**src/rtl/phy_cr_pkg.sv**
```systemverilog
package phy_cr_pkg;

    // Host command codes (cmd_i)
    typedef enum logic [1:0] {
        CMD_ADDR  = 2'd0,
        CMD_WRITE = 2'd1,
        CMD_READ  = 2'd2,
        CMD_RSVD  = 2'd3
    } cr_cmd_e;

    // Strobe select; value is the bit index in the strobe vector
    typedef enum logic [1:0] {
        STB_CAP_ADDR = 2'd0,
        STB_CAP_DATA = 2'd1,
        STB_WRITE    = 2'd2,
        STB_READ     = 2'd3
    } cr_strobe_e;

    localparam int unsigned NUM_STROBES = 4;

    // Controller states
    typedef enum logic [1:0] {
        ST_IDLE = 2'd0,
        ST_HI   = 2'd1,
        ST_LO   = 2'd2
    } cr_state_e;

endpackage

```
**src/rtl/phy_cr_poll_timer.sv**
```systemverilog
module phy_cr_poll_timer #(
    parameter int unsigned POLL_GAP  = 4,
    parameter int unsigned MAX_POLLS = 10
) (
    input  logic clk,
    input  logic rst_n,
    input  logic restart_i,
    input  logic active_i,
    output logic poll_o,
    output logic last_o
);

    localparam int unsigned GAP_W  = (POLL_GAP > 1) ? $clog2(POLL_GAP) : 1;
    localparam int unsigned CNT_W  = $clog2(MAX_POLLS + 1);
    localparam logic [GAP_W-1:0] GAP_RELOAD = GAP_W'(POLL_GAP - 1);
    localparam logic [CNT_W-1:0] LAST_IDX   = CNT_W'(MAX_POLLS - 1);

    logic [GAP_W-1:0] gap_q;
    logic [CNT_W-1:0] polls_q;

    // A poll is due whenever the spacing counter has run down
    assign poll_o = active_i && (gap_q == '0);
    assign last_o = (polls_q == LAST_IDX);

    always_ff @(posedge clk or negedge rst_n) begin
        if (!rst_n) begin
            gap_q   <= '0;
            polls_q <= '0;
        end else if (restart_i) begin
            gap_q   <= '0;
            polls_q <= '0;
        end else if (poll_o) begin
            gap_q   <= GAP_RELOAD;
            polls_q <= polls_q + 1'b1;
        end else if (active_i) begin
            gap_q   <= gap_q - 1'b1;
        end
    end

endmodule

```
**src/rtl/phy_cr_strobe_drv.sv**
```systemverilog
module phy_cr_strobe_drv
    import phy_cr_pkg::*;
(
    input  logic                   clk,
    input  logic                   rst_n,
    input  logic                   on_i,
    input  cr_strobe_e             sel_i,
    output logic [NUM_STROBES-1:0] strobe_o
);

    // One flop per strobe; each is high only when selected and enabled
    for (genvar g = 0; g < NUM_STROBES; g++) begin : g_stb
        logic stb_q;
        always_ff @(posedge clk or negedge rst_n) begin
            if (!rst_n) begin
                stb_q <= 1'b0;
            end else begin
                stb_q <= on_i && (sel_i == cr_strobe_e'(g));
            end
        end
        assign strobe_o[g] = stb_q;
    end

endmodule

```
**src/rtl/phy_cr_master.sv**
```systemverilog
module phy_cr_master
    import phy_cr_pkg::*;
#(
    parameter int unsigned DATA_W    = 16,
    parameter int unsigned POLL_GAP  = 25000,
    parameter int unsigned MAX_POLLS = 10,
    parameter int unsigned RESET_BIT = 0
) (
    input  logic              clk,
    input  logic              rst_n,
    input  logic              start_i,
    input  logic [1:0]        cmd_i,
    input  logic [DATA_W-1:0] operand_i,
    output logic              busy_o,
    output logic              done_o,
    output logic              err_o,
    output logic [DATA_W-1:0] rdata_o,
    output logic [DATA_W-1:0] phy_din_o,
    output logic              phy_cap_addr_o,
    output logic              phy_cap_data_o,
    output logic              phy_wr_o,
    output logic              phy_rd_o,
    input  logic              phy_ack_i,
    input  logic [DATA_W-1:0] phy_dout_i
);

    cr_state_e  state_q, state_n;
    cr_strobe_e sel_q, sel_n;
    logic       park_q, park_n;
    logic       rst_bit_q;

    logic       poll, last_poll, restart;
    logic       accept, fin, fin_err, latch_rd;
    logic       load_din;
    logic [NUM_STROBES-1:0] strobes;

    // ------------------------------------------------------------------
    // Next-state and transition events
    // ------------------------------------------------------------------
    always_comb begin
        state_n  = state_q;
        sel_n    = sel_q;
        park_n   = park_q;
        accept   = 1'b0;
        fin      = 1'b0;
        fin_err  = 1'b0;
        latch_rd = 1'b0;
        load_din = 1'b0;
        unique case (state_q)
            ST_IDLE: begin
                if (start_i) begin
                    accept = 1'b1;
                    park_n = 1'b0;
                    unique case (cr_cmd_e'(cmd_i))
                        CMD_ADDR: begin
                            sel_n    = STB_CAP_ADDR;
                            state_n  = ST_HI;
                            load_din = 1'b1;
                        end
                        CMD_WRITE: begin
                            sel_n    = STB_CAP_DATA;
                            state_n  = ST_HI;
                            load_din = 1'b1;
                        end
                        CMD_READ: begin
                            sel_n    = STB_READ;
                            state_n  = ST_HI;
                        end
                        default: begin
                            fin     = 1'b1;
                            fin_err = 1'b1;
                        end
                    endcase
                end
            end
            ST_HI: begin
                if (poll) begin
                    if (phy_ack_i) begin
                        state_n  = ST_LO;
                        latch_rd = (sel_q == STB_READ);
                    end else if (last_poll) begin
                        state_n = ST_IDLE;
                        fin     = 1'b1;
                        fin_err = 1'b1;
                    end
                end
            end
            ST_LO: begin
                if (poll) begin
                    if (!phy_ack_i) begin
                        if (sel_q == STB_CAP_DATA) begin
                            sel_n = STB_WRITE;
                            if (rst_bit_q) begin
                                state_n = ST_IDLE;
                                park_n  = 1'b1;
                                fin     = 1'b1;
                            end else begin
                                state_n = ST_HI;
                            end
                        end else begin
                            state_n = ST_IDLE;
                            fin     = 1'b1;
                        end
                    end else if (last_poll) begin
                        state_n = ST_IDLE;
                        fin     = 1'b1;
                        fin_err = 1'b1;
                    end
                end
            end
            default: state_n = ST_IDLE;
        endcase
    end

    assign restart = (state_n != state_q);

    // ------------------------------------------------------------------
    // State register
    // ------------------------------------------------------------------
    always_ff @(posedge clk or negedge rst_n) begin
        if (!rst_n) begin
            state_q   <= ST_IDLE;
            sel_q     <= STB_CAP_ADDR;
            park_q    <= 1'b0;
            rst_bit_q <= 1'b0;
        end else begin
            state_q <= state_n;
            sel_q   <= sel_n;
            park_q  <= park_n;
            if (accept) begin
                rst_bit_q <= operand_i[RESET_BIT];
            end
        end
    end

    // ------------------------------------------------------------------
    // Host-side and data outputs
    // ------------------------------------------------------------------
    always_ff @(posedge clk or negedge rst_n) begin
        if (!rst_n) begin
            busy_o    <= 1'b0;
            done_o    <= 1'b0;
            err_o     <= 1'b0;
            rdata_o   <= '0;
            phy_din_o <= '0;
        end else begin
            busy_o <= (state_n != ST_IDLE);
            done_o <= fin;
            if (accept) begin
                err_o <= 1'b0;
            end
            if (fin) begin
                err_o <= fin_err;
            end
            if (latch_rd) begin
                rdata_o <= phy_dout_i;
            end
            if (load_din) begin
                phy_din_o <= operand_i;
            end
        end
    end

    // ------------------------------------------------------------------
    // Sub-blocks
    // ------------------------------------------------------------------
    phy_cr_poll_timer #(
        .POLL_GAP  (POLL_GAP),
        .MAX_POLLS (MAX_POLLS)
    ) u_timer (
        .clk       (clk),
        .rst_n     (rst_n),
        .restart_i (restart),
        .active_i  (state_q != ST_IDLE),
        .poll_o    (poll),
        .last_o    (last_poll)
    );

    phy_cr_strobe_drv u_strobe (
        .clk      (clk),
        .rst_n    (rst_n),
        .on_i     ((state_n == ST_HI) || park_n),
        .sel_i    (sel_n),
        .strobe_o (strobes)
    );

    assign phy_cap_addr_o = strobes[STB_CAP_ADDR];
    assign phy_cap_data_o = strobes[STB_CAP_DATA];
    assign phy_wr_o       = strobes[STB_WRITE];
    assign phy_rd_o       = strobes[STB_READ];

endmodule

```
**config.mk**
```make
export PLATFORM = sky130hd
export DESIGN_NAME = phy_cr_master
export DESIGN_NICKNAME = d
export VERILOG_FILES = /design/src/rtl/phy_cr_pkg.sv /design/src/rtl/phy_cr_poll_timer.sv /design/src/rtl/phy_cr_strobe_drv.sv /design/src/rtl/phy_cr_master.sv
export SDC_FILE = /design/constraint.sdc
export NUM_CORES = 1
export LEC_CHECK = 0
export BUFFER_PORTS_ARGS = -buffer_cell sky130_fd_sc_hd__clkbuf_2
export CAP_MARGIN = 25
export CORE_MARGIN = 3
export CORE_UTILIZATION = 35
export DETAILED_ROUTE_END_ITERATION = 8
export PLACE_DENSITY = 0.56
export SLEW_MARGIN = 10
export SYNTH_ARGS = -nofsm -noshare
export SYNTH_HDL_FRONTEND = slang
export SYNTH_HIERARCHICAL = 1
export SYNTH_SLANG_ARGS = --single-unit
```
**constraint.sdc**
```tcl
create_clock -name clk -period 3.9 [get_ports clk]
set_clock_uncertainty 0.05 [all_clocks]
set_input_delay 0.585 -clock clk [delete_from_list [all_inputs] [get_ports clk]]
set_output_delay 0.585 -clock clk [all_outputs]
set_load 0.02 [all_outputs]
```
### Word-level counts from Yosys, hierarchy flattened

Cells that the tools add are included.

* input bits: 38
* flip-flop bits (word level): 64

* add/subtract/negate cells: 2
* mux-type cells: 50
* reduce and logical (&&, ||, !) cells: 17
* eq/ne operators: 12

Operator list (count)
* $mux W15: 3
* $mux W1: 27
* $mux W2: 12
* $logic_not A15 Y1: 1
* $sub A15 B1 Y15 const B: 1
* $pmux W2 S3: 2
* $eq A2 B1 Y1 const B: 5
* $eq A2 B2 Y1 const B: 5
* $mux W4: 2
* $reduce_bool A2 Y1: 4
* $logic_not A2 Y1: 3
* $pmux W1 S3: 2
* $logic_and A1 B1 Y1: 5
* $add A4 B1 Y4 const B: 1
* $eq A4 B4 Y1 const B: 1
* $pmux W2 S2: 1
* $reduce_bool A3 Y1: 1
* $reduce_or A3 Y1: 1
* $ne A2 B2 Y1: 1
* $pmux W1 S2: 1
* $reduce_or A2 Y1: 1
* $logic_or A1 B1 Y1: 1

### Longest topological paths before layout

* word-level depth: 8
* gate-level depth with buffers: 12
* gate-level depth less buffers: 11

### Cells and area by module

Netlist, hierarchy kept.

By module, submodules not included
* phy_cr_master: seq. area each 1026.0 µm², times used 1, area each 1844.3 µm², cells an instance 130
* phy_cr_poll_timer: seq. area each 475.5 µm², times used 1, area each 1083.5 µm², cells an instance 115
* phy_cr_strobe_drv: seq. area each 100.1 µm², times used 1, area each 167.7 µm², cells an instance 12

### Least setup slack after synthesis

No wires, ideal clock.

* path kind: reg-to-reg
* start point: reg u_timer.gap_q[2]
* end point: reg rdata_o[0]
* clock period less this slack: 2.648 ns
* path buffers: 3
* stages on the path, launching flop included: 10
* data arrival time: 2.474 ns
* slack: 1.252 ns
* path through: dfrtp_1 > buf_6 > nor4_4 > nand4_4 > buf_2 > inv_1 > nand4b_1 > nor2_2 > buf_4 > mux2_2

* cells in the longest elaborated chain, start to end: 4

RTL lines
* from (decl): line phy_cr_poll_timer.sv:18 `logic [GAP_W-1:0] gap_q;`
* from (signal assigned): line phy_cr_poll_timer.sv:36 `gap_q <= gap_q - 1'b1;`
* $logic_not A15 Y1: line phy_cr_poll_timer.sv:22 `assign poll_o = active_i && (gap_q == '0);`
* $logic_and A1 B1 Y1: line phy_cr_poll_timer.sv:22
* via poll: line phy_cr_master.sv:32 `logic poll, last_poll, restart;`
* $mux W1: line phy_cr_master.sv:77 `if (poll) begin`
* $mux W1: line phy_cr_master.sv:49 `unique case (state_q)`
* to (signal assigned): line phy_cr_master.sv:156 `rdata_o <= phy_dout_i;`
* to (decl): line phy_cr_master.sv:17 `output logic [DATA_W-1:0] rdata_o,`

The timed path passes the listed nets, and every way through them passes these cells.
A chain may end at the register's enable or synchronous reset.

### Worst setup path in the final report

* start point: reg state_q[1]
* end point: reg u_strobe.g_stb[2].stb_q

* elaborated cells on any way between the ends: 21
* classes of those cells: eq/ne (4); mux (12); reduce/logical (5)

RTL lines
* from (decl): line phy_cr_master.sv:27 `cr_state_e state_q, state_n;`
* from (signal assigned): line phy_cr_master.sv:127 `state_q <= state_n;`
* $reduce_bool A2 Y1: line phy_cr_master.sv:174 `.active_i (state_q != ST_IDLE),`
* $logic_and A1 B1 Y1: line phy_cr_poll_timer.sv:22
* via poll: line phy_cr_master.sv:32
* $mux W2: line phy_cr_master.sv:89 `if (poll) begin`
* $pmux W2 S2: line phy_cr_master.sv:49
* via sel_n[0]: line phy_cr_master.sv:28 `cr_strobe_e sel_q, sel_n;`
* $eq A2 B2 Y1: line phy_cr_strobe_drv.sv:18 `stb_q <= on_i && (sel_i == cr_strobe_e'(g));`
* $logic_and A1 B1 Y1: line phy_cr_strobe_drv.sv:18
* to (signal assigned): line phy_cr_strobe_drv.sv:18
* to (decl): line phy_cr_strobe_drv.sv:13 `logic stb_q;`

The timed path passes the listed nets, and every way through them passes these cells.

==> impl_metrics.yaml <==
outcome:
  outcome: "finished, final reports clean"
detailed_routing:
  num_vias: 2138
  drt_iter0_drc: 82
  drc: 0
  wl_um: 6270
  first_pass_iters: 4
  final_antenna_net_count: 0
  via_per_inst: 4.79
  routedWlPerCell_um: 14.1
floorplanning:
  rows: 33
  core_um2: 8380
  die_w_um: 100
  die_area_um2: 10000
  initial_core_util_pct: 36.9
  ioPinCount: 77
  die_h_um: 100
grt:
  grt_pass1_vias: 2145
  antenna_found_initial: 0
  grt_util_all_layers_pct: 13.0
  grt_start_max_net_pins: 29
  grt_pass1_wl_um: 10300
  grt.overflow.total: 0
timing:
  finalSetupTns_ps: 0
  fin_crit_ps: 2910
  fin_ws_ps: 995
  fmax_ghz: 0.344
  setup_viol: 0
  finalHoldViolCount: 0
  fin_crit_sh_pct: 74.5
  grt_setup_unrepaired: "no"
  slew_viol_final: 0
  worst_slew_pin_slew_ps: 651
  max_slew_margin_pct: 56.0
cts:
  cts.path.max_buffers: 2
  tritoncts: "built"
  cts_setup_buffers: 0
  cts-buffers-inserted: 9
  htree_levels: 3
  post_cts_resized: 0
  path_clk_slew_ps: 80
  cts.sinks: 64
  cts_hold_buf: 0
  insertion_delay_ps: 330
  cts-root-buf: "clkbuf_8"
power_and_ir_drop:
  swShare_pct: 37.9
  power_density_nw_per_um2: 755
  p_int_mw: 1.77
  ir_drop_mv: 0.378
  share_seq_of_total_power_pct: 38.1
  comb_power_share_pct: 39.1
  clkPwrFrac_pct: 22.8
  p_sw_mw: 1.08
  p_leak_nw: 1.88
synth:
  synth_cell_types: 52
  yosys_warnings: 6
  syn-num-nets: 304
  ys_ff_latch: 64
  synth_edf_count: 0
  netlist_area_um2: 3100
  yosys.area.top_type: "dfrtp_1"
  yosysSeqAreaShare_pct: 51.7
  async_reset_ff_share_pct: 100
  yosys-top-cells-area: "dfrtp_1 (52%), mux2_2 (8.4%), mux2_4 (4.9%), ha_1 (3.6%), nor2_1 (2.3%)"
  yosysTopAreaCellShare_pct: 51.7
  synth_cells: 257
  synth.avg_cell_area_um2: 12.0
  ys.flop_type: "dfrtp_1"
place:
  gp_congestion: 0.765
  dp_slack_ps: 1040
  io_buffers: 76
  dp_hpwl_um: 4730
run:
  drv_cap: 0
worst_setup_path:
  r2r_setup_slack_ps: 990
  cp_max_fo: 19
  crit_path_start_kind: "flip-flop"
  end_kind: "flip-flop"
  cp.required_ps: 4070
  crit_arrival_ps: 3080
  criticalPathCategory: "reg2reg"
worst_hold_path:
  hold_path.class: "in2async"
cells_and_area:
  final_nets: 383
  antennaDiodeCount: 0
  drive_gt1_share_pct: 42.5
  area_delta_synth_final_pct: 22.1
-- metrics by stage --
stage               power, mW  cell area, um2  util (%)  std cells  hold slack, ps
finish                   2.85            3780      45.1        446             118
CTS                      2.89            3780      45.1        446             115
detailed placement       2.23            3550      42.3        430             445
global route             3.05            3780      45.1        446             132
global placement         2.22            3530      42.1        429             416
floorplan                1.93            3100         -        257             239
-- registers in the layout (all words and copies together) (netlist names) --
| name | cells |
|---|---|
| rst_bit_q | 1 |
| state_q | 2 |
| sel_q | 2 |
| done_o | 1 |
| u_strobe/g_stb.stb_q | 4 |
| busy_o | 1 |
| park_q | 1 |
| rdata_o | 16 |
| u_timer/polls_q | 4 |
| err_o | 1 |
| phy_din_o | 16 |
| u_timer/gap_q | 15 |
-- Yosys cell counts, drive strengths merged, types with 2 or more instances --
library cell	number
nand2	18
nand3b	3
clkbuf	2
mux2	33
nor2	21
a211oi	2
nand4	3
xor2	5
nor4	3
nor3	3
inv	12
or3	2
a21oi	9
or2	3
o211ai	2
and3b	2
a311oi	2
nand3	5
dfrtp	64
buf	11
o31ai	2
ha	9
nor3b	2
or3b	4
and4bb	3
xnor2	3
nor2b	5
nand4b	3
o21ai	9
-- critical path, cell delays in order, from the launching register on --
cell and delay [ps]:
dfrtp_1 480, or2_2 460, and4bb_2 320, nand4_4 210, inv_1 170, and4bb_2 280, nor2b_1 140, o31ai_1 450
and3b_1 240
-- per-layer routing --
metal	GRT usage, %	share of wire (%)	vias to the layer above
met5	0	0	-
met4	4.97	0.86	0
met3	3.20	5.0	6
met2	20.8	48	49
met1	17.1	46	1028
li1	-	-	1055
-- power groups by stage --
| stage | clock, mW | combinational, mW | sequential, mW |
|---|---|---|---|
| floorplan | 0 | 0.734 | 1.20 |
| CTS | 0.671 | 1.14 | 1.09 |
| global placement | 0 | 1.13 | 1.09 |
| global route | 0.695 | 1.24 | 1.12 |
| finish | 0.649 | 1.12 | 1.09 |
| detailed placement | 0 | 1.13 | 1.09 |
-- layout by cell type, fill, tap and decap left out, types with 3 or more instances in the layout --
| master | netlist | final |
|---|---|---|
| clkbuf_2 | 0 | 76 |
| dfrtp_1 | 64 | 64 |
| mux2_2 | 23 | 23 |
| nor2_1 | 19 | 19 |
| nand2_1 | 18 | 18 |
| inv_1 | 12 | 12 |
| mux2_4 | 10 | 10 |
| clkbuf_8 | 0 | 10 |
| o21ai_0 | 9 | 9 |
| a21oi_1 | 9 | 9 |
| ha_1 | 9 | 9 |
| nor2b_1 | 5 | 5 |
| nand3_1 | 5 | 5 |
| xor2_1 | 5 | 5 |
| buf_4 | 5 | 4 |
| and4bb_2 | 3 | 3 |
| nand3b_1 | 3 | 3 |
| nand4b_1 | 3 | 3 |
| or2_2 | 3 | 3 |
| nor3_1 | 3 | 3 |
| xnor2_1 | 3 | 3 |
-- cell type report --
class                           count  area, um2
Multi-Input combinational cell    168       1340
Timing Repair Buffer               81        430
Clock buffer                       10        138
Inverter                           12       45.0
Tap cell                          105        131
Fill cell                         816       4600
Clock inverter                      6       92.6
Sequential cell                    64       1600
-- cell families (layout without fill, tap and decap cells) --
| group | after synthesis | count (layout) | share of synthesized area, % |
|---|---|---|---|
| simple gates | 84 | 84 | 17.1 |
| xor+xnor | 8 | 8 | 2.26 |
| mux | 33 | 33 | 13.2 |
| fa+ha+maj | 9 | 9 | 3.64 |
| buf+inv | 25 | 109 | 4.97 |
| flops | 64 | 64 | 51.7 |
| compound gates | 34 | 34 | 7.03 |
-- final timing paths --
| path | from | end | cells past startpoint |
|---|---|---|---|
| min in group clk | operand_i[15] | phy_din_o[15] | 2 |
| worst min-delay path | rst_n | phy_din_o[1] | 1 |
| max in group asynchronous | rst_n | phy_din_o[12] | 3 |
| worst min register to register | rdata_o[9] | rdata_o[9] | 1 |
| worst max register to register | state_q[1] | u_strobe/g_stb[2].stb_q | 8 |
| worst max-delay path | state_q[1] | u_strobe/g_stb[2].stb_q | 8 |
Note: power is estimated with default switching activity, not from simulation.
